File: src/rtl/lwm_pkg.sv
package lwm_pkg;
  typedef enum logic [1:0] {
    WR_NONE  = 2'd0,
    WR_SLEEP = 2'd1,
    WR_SKIP  = 2'd2
  } wait_res_e;

  function automatic int unsigned lwm_offw(input int unsigned line_bytes);
    return (line_bytes <= 1) ? 0 : $clog2(line_bytes);
  endfunction
endpackage

File: src/rtl/lwm_align.sv
module lwm_align #(
  parameter int unsigned ADDR_W     = 48,
  parameter int unsigned LINE_BYTES = 64
) (
  input  logic [ADDR_W-1:0] addr_in,
  output logic [ADDR_W-1:0] line_out
);
  localparam int unsigned OFFW = lwm_pkg::lwm_offw(LINE_BYTES);

  generate
    if (OFFW == 0) begin : g_bytewise
      assign line_out = addr_in;
    end else begin : g_trim
      assign line_out = {addr_in[ADDR_W-1:OFFW], {OFFW{1'b0}}};
    end
  endgenerate
endmodule

File: src/rtl/lwm_match.sv
module lwm_match #(
  parameter int unsigned ADDR_W = 48
) (
  input  logic              snoop_valid,
  input  logic [ADDR_W-1:0] snoop_paddr,
  input  logic              armed_eff,
  input  logic              waiting_eff,
  input  logic [ADDR_W-1:0] line_eff,
  output logic              hit
);
  always_comb begin
    hit = snoop_valid && armed_eff && waiting_eff && (snoop_paddr == line_eff);
  end
endmodule

File: src/rtl/lwm_ctrl.sv
module lwm_ctrl #(
  parameter int unsigned ADDR_W     = 48,
  parameter int unsigned LINE_BYTES = 64
) (
  input  logic              clk,
  input  logic              rst_n,
  input  logic              arm_valid,
  input  logic [ADDR_W-1:0] arm_vaddr,
  input  logic              wait_valid,
  input  logic [ADDR_W-1:0] wait_line,
  input  logic              hit,
  output logic              armed_eff,
  output logic              waiting_eff,
  output logic [ADDR_W-1:0] line_eff,
  output logic              armed_q,
  output logic              waiting_q,
  output logic [ADDR_W-1:0] vaddr_q,
  output logic [ADDR_W-1:0] line_q,
  output logic              wake_q,
  output logic              rsp_valid_q,
  output logic              rsp_sleep_q
);
  import lwm_pkg::*;
  localparam int unsigned OFFW = lwm_offw(LINE_BYTES);

  logic      pending_q;
  wait_res_e wres;
  logic [ADDR_W-1:0] line_arm;

  // Step 1: arm, step 2: wait, step 3 (in lwm_match): snoop compare.
  always_comb begin
    armed_eff   = armed_q | arm_valid;
    line_arm    = arm_valid ? '0 : line_q;
    line_eff    = line_arm;
    waiting_eff = waiting_q;
    wres        = WR_NONE;
    if (wait_valid) begin
      if (pending_q) begin
        wres = WR_SKIP;
      end else begin
        wres        = WR_SLEEP;
        line_eff    = wait_line;
        waiting_eff = 1'b1;
      end
    end
  end

  always_ff @(posedge clk) begin
    if (!rst_n) begin
      armed_q     <= 1'b0;
      waiting_q   <= 1'b0;
      pending_q   <= 1'b0;
      vaddr_q     <= '0;
      line_q      <= '0;
      wake_q      <= 1'b0;
      rsp_valid_q <= 1'b0;
      rsp_sleep_q <= 1'b0;
    end else begin
      armed_q     <= armed_eff;
      if (arm_valid) vaddr_q <= arm_vaddr;
      line_q      <= line_eff;
      waiting_q   <= waiting_eff & ~hit;
      wake_q      <= hit;
      pending_q   <= (pending_q & ~wait_valid) | (hit & wait_valid);
      rsp_valid_q <= (wres != WR_NONE);
      rsp_sleep_q <= (wres == WR_SLEEP);
    end
  end

  assert_sleep_rsp_R3: assert property (@(posedge clk) disable iff (!rst_n)
    (wait_valid && !pending_q) |=> (rsp_valid_q && rsp_sleep_q));
  assert_skip_rsp_R4: assert property (@(posedge clk) disable iff (!rst_n)
    (wait_valid && pending_q) |=> (rsp_valid_q && !rsp_sleep_q));
  assert_arm_R2: assert property (@(posedge clk) disable iff (!rst_n)
    (arm_valid && !wait_valid) |=> (armed_q && line_q == '0 && vaddr_q == $past(arm_vaddr)));
  assert_no_wake_unarmed_R6: assert property (@(posedge clk) disable iff (!rst_n)
    (!armed_q && !arm_valid) |=> !wake_q);
  assert_wake_ends_wait_R5: assert property (@(posedge clk) disable iff (!rst_n)
    wake_q |-> (!waiting_q && armed_q));
  assert_armed_sticky_R8: assert property (@(posedge clk) disable iff (!rst_n)
    (armed_q && !arm_valid) |=> (armed_q && $stable(vaddr_q)));
  generate
    if (OFFW > 0) begin : g_align_chk
      assert_line_aligned_R3: assert property (@(posedge clk) disable iff (!rst_n)
        waiting_q |-> (line_q[OFFW-1:0] == '0));
    end
  endgenerate
endmodule

File: src/rtl/line_wake_monitor.sv
module line_wake_monitor #(
  parameter int unsigned ADDR_W     = 48,
  parameter int unsigned LINE_BYTES = 64
) (
  input  logic              clk,
  input  logic              rst_n,
  input  logic              arm_valid,
  input  logic [ADDR_W-1:0] arm_vaddr,
  input  logic              wait_valid,
  output logic              wait_ready,
  input  logic [ADDR_W-1:0] wait_paddr,
  output logic              rsp_valid,
  output logic              rsp_sleep,
  input  logic              snoop_valid,
  output logic              snoop_ready,
  input  logic [ADDR_W-1:0] snoop_paddr,
  output logic              wake,
  output logic              armed,
  output logic              waiting,
  output logic [ADDR_W-1:0] watch_vaddr,
  output logic [ADDR_W-1:0] watch_line
);
  logic [ADDR_W-1:0] wait_line, line_eff;
  logic armed_eff, waiting_eff, hit;

  assign wait_ready  = 1'b1;
  assign snoop_ready = 1'b1;

  lwm_align #(.ADDR_W(ADDR_W), .LINE_BYTES(LINE_BYTES)) u_align (
    .addr_in(wait_paddr), .line_out(wait_line));

  lwm_match #(.ADDR_W(ADDR_W)) u_match (
    .snoop_valid(snoop_valid), .snoop_paddr(snoop_paddr),
    .armed_eff(armed_eff), .waiting_eff(waiting_eff),
    .line_eff(line_eff), .hit(hit));

  lwm_ctrl #(.ADDR_W(ADDR_W), .LINE_BYTES(LINE_BYTES)) u_ctrl (
    .clk(clk), .rst_n(rst_n),
    .arm_valid(arm_valid), .arm_vaddr(arm_vaddr),
    .wait_valid(wait_valid), .wait_line(wait_line), .hit(hit),
    .armed_eff(armed_eff), .waiting_eff(waiting_eff), .line_eff(line_eff),
    .armed_q(armed), .waiting_q(waiting), .vaddr_q(watch_vaddr),
    .line_q(watch_line), .wake_q(wake),
    .rsp_valid_q(rsp_valid), .rsp_sleep_q(rsp_sleep));

  assert_wake_one_cycle_R5: assert property (@(posedge clk) disable iff (!rst_n)
    (wake && !wait_valid && !arm_valid) |=> !wake);
  assert_rsp_needs_req_R3: assert property (@(posedge clk) disable iff (!rst_n)
    !wait_valid |=> !rsp_valid);
endmodule

File: config.mk
export PLATFORM = sky130hd
export DESIGN_NAME = line_wake_monitor
export DESIGN_NICKNAME = d
export VERILOG_FILES = /design/src/rtl/lwm_pkg.sv /design/src/rtl/lwm_align.sv /design/src/rtl/lwm_match.sv /design/src/rtl/lwm_ctrl.sv /design/src/rtl/line_wake_monitor.sv
export SDC_FILE = /design/constraint.sdc
export NUM_CORES = 1
export LEC_CHECK = 0
export ABC_AREA = 1
export BUFFER_PORTS_ARGS = -buffer_cell sky130_fd_sc_hd__buf_4
export CAP_MARGIN = 10
export CORE_ASPECT_RATIO = 0.9
export CORE_MARGIN = 1
export CORE_UTILIZATION = 46
export DETAILED_ROUTE_END_ITERATION = 6
export GPL_TIMING_DRIVEN = 1
export PLACE_DENSITY = 0.8
export SYNTH_ARGS = -nofsm -noshare
export SYNTH_HDL_FRONTEND = slang
export SYNTH_SLANG_ARGS = --single-unit
File: constraint.sdc
create_clock -name clk -period 1.9 [get_ports clk]
set_clock_uncertainty 0.1 [all_clocks]
set_input_delay 0.38 -clock clk [delete_from_list [all_inputs] [get_ports clk]]
set_output_delay 0.38 -clock clk [all_outputs]
set_load 0.01 [all_outputs]
Yosys cells after proc, flatten, opt, wreduce, memory -nomap -nowiden. Index checks and enable logic that the tools add are counted.

Bitwise logic cells: 7. Multiplexer cells: 7. Reductions and logical operators: 4. Equality and inequality tests: 2.

Operators with widths (number): $mux W48 (3); $eq A48 B48 Y1 (1); $mux W2 (2); $and A1 B1 Y1 (3); $logic_and A1 B1 Y1 (3); $eq A2 B1 Y1 const B (1); $mux W1 (2); $not A1 Y1 (2); $or A1 B1 Y1 (2); $reduce_bool A2 Y1 (1).

Bits in registers: 102. Word-level logic and storage cells: 28.

Logic depth before layout (Yosys ltp).
Depth in word-level cells: 7. Mapped depth: 14.

Modules after synthesis. From an unflattened synthesis, not the netlist that was laid out.

Cells, all modules: 865. Area, all modules: 5454.0 um^2.

Modules (own cells, without submodules): lwm_ctrl (area an instance 4285.4 um^2, instances 1, cells an instance 642, sequential area each 2042.0 um^2); lwm_match (area an instance 785.8 um^2, instances 1, cells an instance 171, sequential area each 0.0 um^2); lwm_align (area an instance 364.1 um^2, instances 1, cells an instance 49, sequential area each 0.0 um^2); line_wake_monitor (area an instance 18.8 um^2, instances 1, cells an instance 3, sequential area each 0.0 um^2).

Least setup slack after synthesis. No wires, ideal clock.

Path type: input to register. Start point: in arm_valid. End point: reg with a tool-made name. Data arrival time: 1545 ps. Required time: 1730 ps. Setup slack: 185 ps. Library setup time: 70 ps. Stages on the path: 12. Cell sequence: inv_2 -> clkbuf_1 -> nand2_1 -> nand2_1 -> o21ai_0 -> nand2_1 -> nand3_1 -> nor2_1 -> nand3_1 -> nor2_1 -> nand2_1 -> a21oi_1.

RTL lines: start, declared (RTL line line_wake_monitor.sv:7) `input logic arm_valid,`.

==> metrics.yaml <==
power_and_ir_drop:
  power.internal_mw: 3.85
  vdd_drop_max_v: 0.000629
  power_mw: 5.45
  p_seq_frac: 0.429
  p_sw_frac: 0.295
  p_per_area_nw_per_um2: 691
  clock_power_share: 0.333
  total_leakage_power_nw: 4.12
  power_frac_comb: 0.239
  power.switching_mw: 1.61
timing:
  fin_crit_ns: 2.00
  finalHoldViolations: 0
  rsz0062_at_grt: "true"
  fmax_ghz: 0.499
  final-setup-viol-count: 3
  setup_slack_ns: -0.103
  post-route-period-util: 1.05
  slew_viol_final: 0
floorplanning:
  num_rows: 36
  initial_core_util: 0.472
  die_w_um: 113
  core_um2: 10800
  dieArea_um2: 11500
  die_h_um: 102
  pin_count: 252
global_routing:
  grt_use_total: 0.294
  grt-ovfl-total: 0
  grt_max_degree: 47
  grt_pass1_vias: 5633
  use_met2: 0.527
  busiest_layer: "met2"
  use_met1: 0.337
  antenna_found_initial: 0
  grt_pass1_wl_um: 26700
  grt_use_met3: 0.103
layout:
  stdcell_area_um2: 7890
  final_layout_size_suffix_gt1_frac: 0.327
  nFillCells: 955
  fin_util: 0.730
  area_delta_synth_final_pct: 54.5
  layout.nets: 1228
  diodes: 0
flow_run:
  max-cap-violations: 0
routing:
  dr.pass1.iters: 5
  drt-total-wl_um: 17100
  dr_total_vias: 6083
  wire_per_inst_um: 14.1
  drc: 0
  ant_nets: 0
  drt-initial-drc-count: 384
  routed_via_density: 5.00
placement:
  hpwl_um: 12500
  gp_congestion: 0.855
  io_buffer_count: 243
  placed_area_um2: 7360
synth:
  synthCells: 804
  yosysTopAreaCell: "dfxtp_1"
  seq_area_frac_synth: 0.400
  synth_cell_types: 23
  synthTopCellsByArea: "dfxtp_1 40%, nand2_1 16%, nor2_1 13%, nand3_1 6.4%, o21ai_0 5.5%"
  synth_area_per_cell_um2: 6.35
  synthDominantCellAreaShare: 0.400
  synthesis.area_um2: 5110
  synth_seq_cells: 102
  ys_warn_count: 0
worst_setup_path:
  critical_path_class: "flop to flop"
  critPathLaunchType: "flop"
  cp-end-kind: "flop"
  required_ns: 2.08
  arrival_ns: 2.18
  critical_path.max_fanout: 6
clock_network:
  clk_pin_slew_ns: 0.07
  htreeDepth: 3
  cts_buffers: 9
  cts_tree: "built"
  cts_buffer_depth: 2
  cts_root_buf: "clkbuf_16"
  insertion_delay_ns: 0.35
  clock-sinks: 102
outcome:
  status: "finished with violations"
  failed_checks: "setup timing"
min_path:
  hold_path.class: "input port to flop"
## flip-flops by register name, summed over array words and instances (netlist names), named ones only
register,flops
u_ctrl.armed_q,1
u_ctrl.line_q,48
u_ctrl.rsp_sleep_q,1
u_ctrl.rsp_valid_q,1
u_ctrl.vaddr_q,48
u_ctrl.waiting_q,1
u_ctrl.wake_q,1
## cell usage in the layout (no fill, tap or decap), types with 3 or more instances in the layout
cell type,count
inv_1,67
a21oi_1,25
nor2_1,172
buf_12,7
clkbuf_16,11
inv_8,3
nand3b_1,29
buf_4,291
nand3_1,63
nand2_2,12
nor2_2,7
o211ai_1,6
nand2_4,4
dfxtp_1,101
o21ai_0,56
nand4_1,4
buf_6,5
o21ai_1,4
nand2_1,196
## logic make-up after synthesis
logic type | share of synthesized area
xor gates and xnor gates | 0.00172
DFF | 0.400
buffers and inverters | 0.0999
and+or+nand+nor | 0.405
other | 0.000734
AOI/OAI and AO/OA | 0.0931
## worst max-delay path: stages, from the launching register on
cell and delay (ns):
dfxtp_4 0.37, inv_8 0.09, nand2_4 0.09, buf_12 0.15, buf_4 0.13, o21ai_1 0.22, nand2_1 0.11, nand2_1 0.08
nand3_1 0.06, nor2_1 0.12, nand2_1 0.09, nor2_2 0.14, nand2_2 0.08, a21oi_2 0.11
## power groups by stage
stage	Combinational, mW	Sequential, mW	Clock, mW
floorplan	0.509	2.44	0
global placement	1.21	2.38	0
detailed placement	1.22	2.38	0
CTS	1.23	2.34	1.84
global route	1.43	2.35	1.92
finish	1.30	2.34	1.81
## final timing paths
kind,from,end,slack (ns),cells past startpoint
max,flop,flop,-0.10,13
min,arm_vaddr[11],u_ctrl.vaddr_q[11],0.15,3
max reg2reg,flop,flop,-0.10,13
min reg2reg,u_ctrl.armed_q,u_ctrl.armed_q,0.39,2
## cells in the mapped netlist
master	n
nand3_1	65
nand2_1	211
a21oi_1	26
buf_4	9
buf_2	9
nand4_1	4
conb_1	1
inv_2	3
o21ai_0	56
buf_6	4
nand3b_1	29
o21ai_1	4
nor2_4	1
buf_1	2
xnor2_1	1
inv_1	68
and3_1	1
dfxtp_1	102
nor2_1	179
o211ai_1	6
nand2_4	1
clkbuf_1	21
or2_2	1
## routing by layer
layer / routed length (um) / vias up
li1: - / 3073
met1: 6840 / 2761
met2: 8500 / 230
met3: 1520 / 19
met4: 250 / 0
met5: 0 / -
## metrics by stage
stage	hold slack (ns)	setup TNS (ns)	setup WS, ns	cells
after floorplan	0.364	0	0.185	805
after global placement	0.369	-0.236	-0.115	1193
after detailed placement	0.373	-0.244	-0.121	1193
after CTS	0.143	0	0.00870	1209
after global routing	0.141	-0.492	-0.193	1217
final	0.147	-0.220	-0.103	1217
## cell type report
type | count | area, um^2 | area share
Clock inverter | 6 | 53.8 | 0.00682
Timing Repair Buffer | 307 | 2460 | 0.312
Tap cell | 133 | 166 | 0.0211
Sequential cell | 102 | 2050 | 0.259
Clock buffer | 10 | 229 | 0.0290
Inverter | 71 | 274 | 0.0347
Multi-Input combinational cell | 588 | 2660 | 0.337
## timing repair
| item | in CTS | in global routing |
|---|---|---|
| setup buffers | 0 | 5 |
| resized for setup | 0 | 46 |
| endpoints found under the setup margin | 0 | 3 |
| hold buffers | 0 | 0 |
Note: power is estimated with default switching activity, not from simulation.
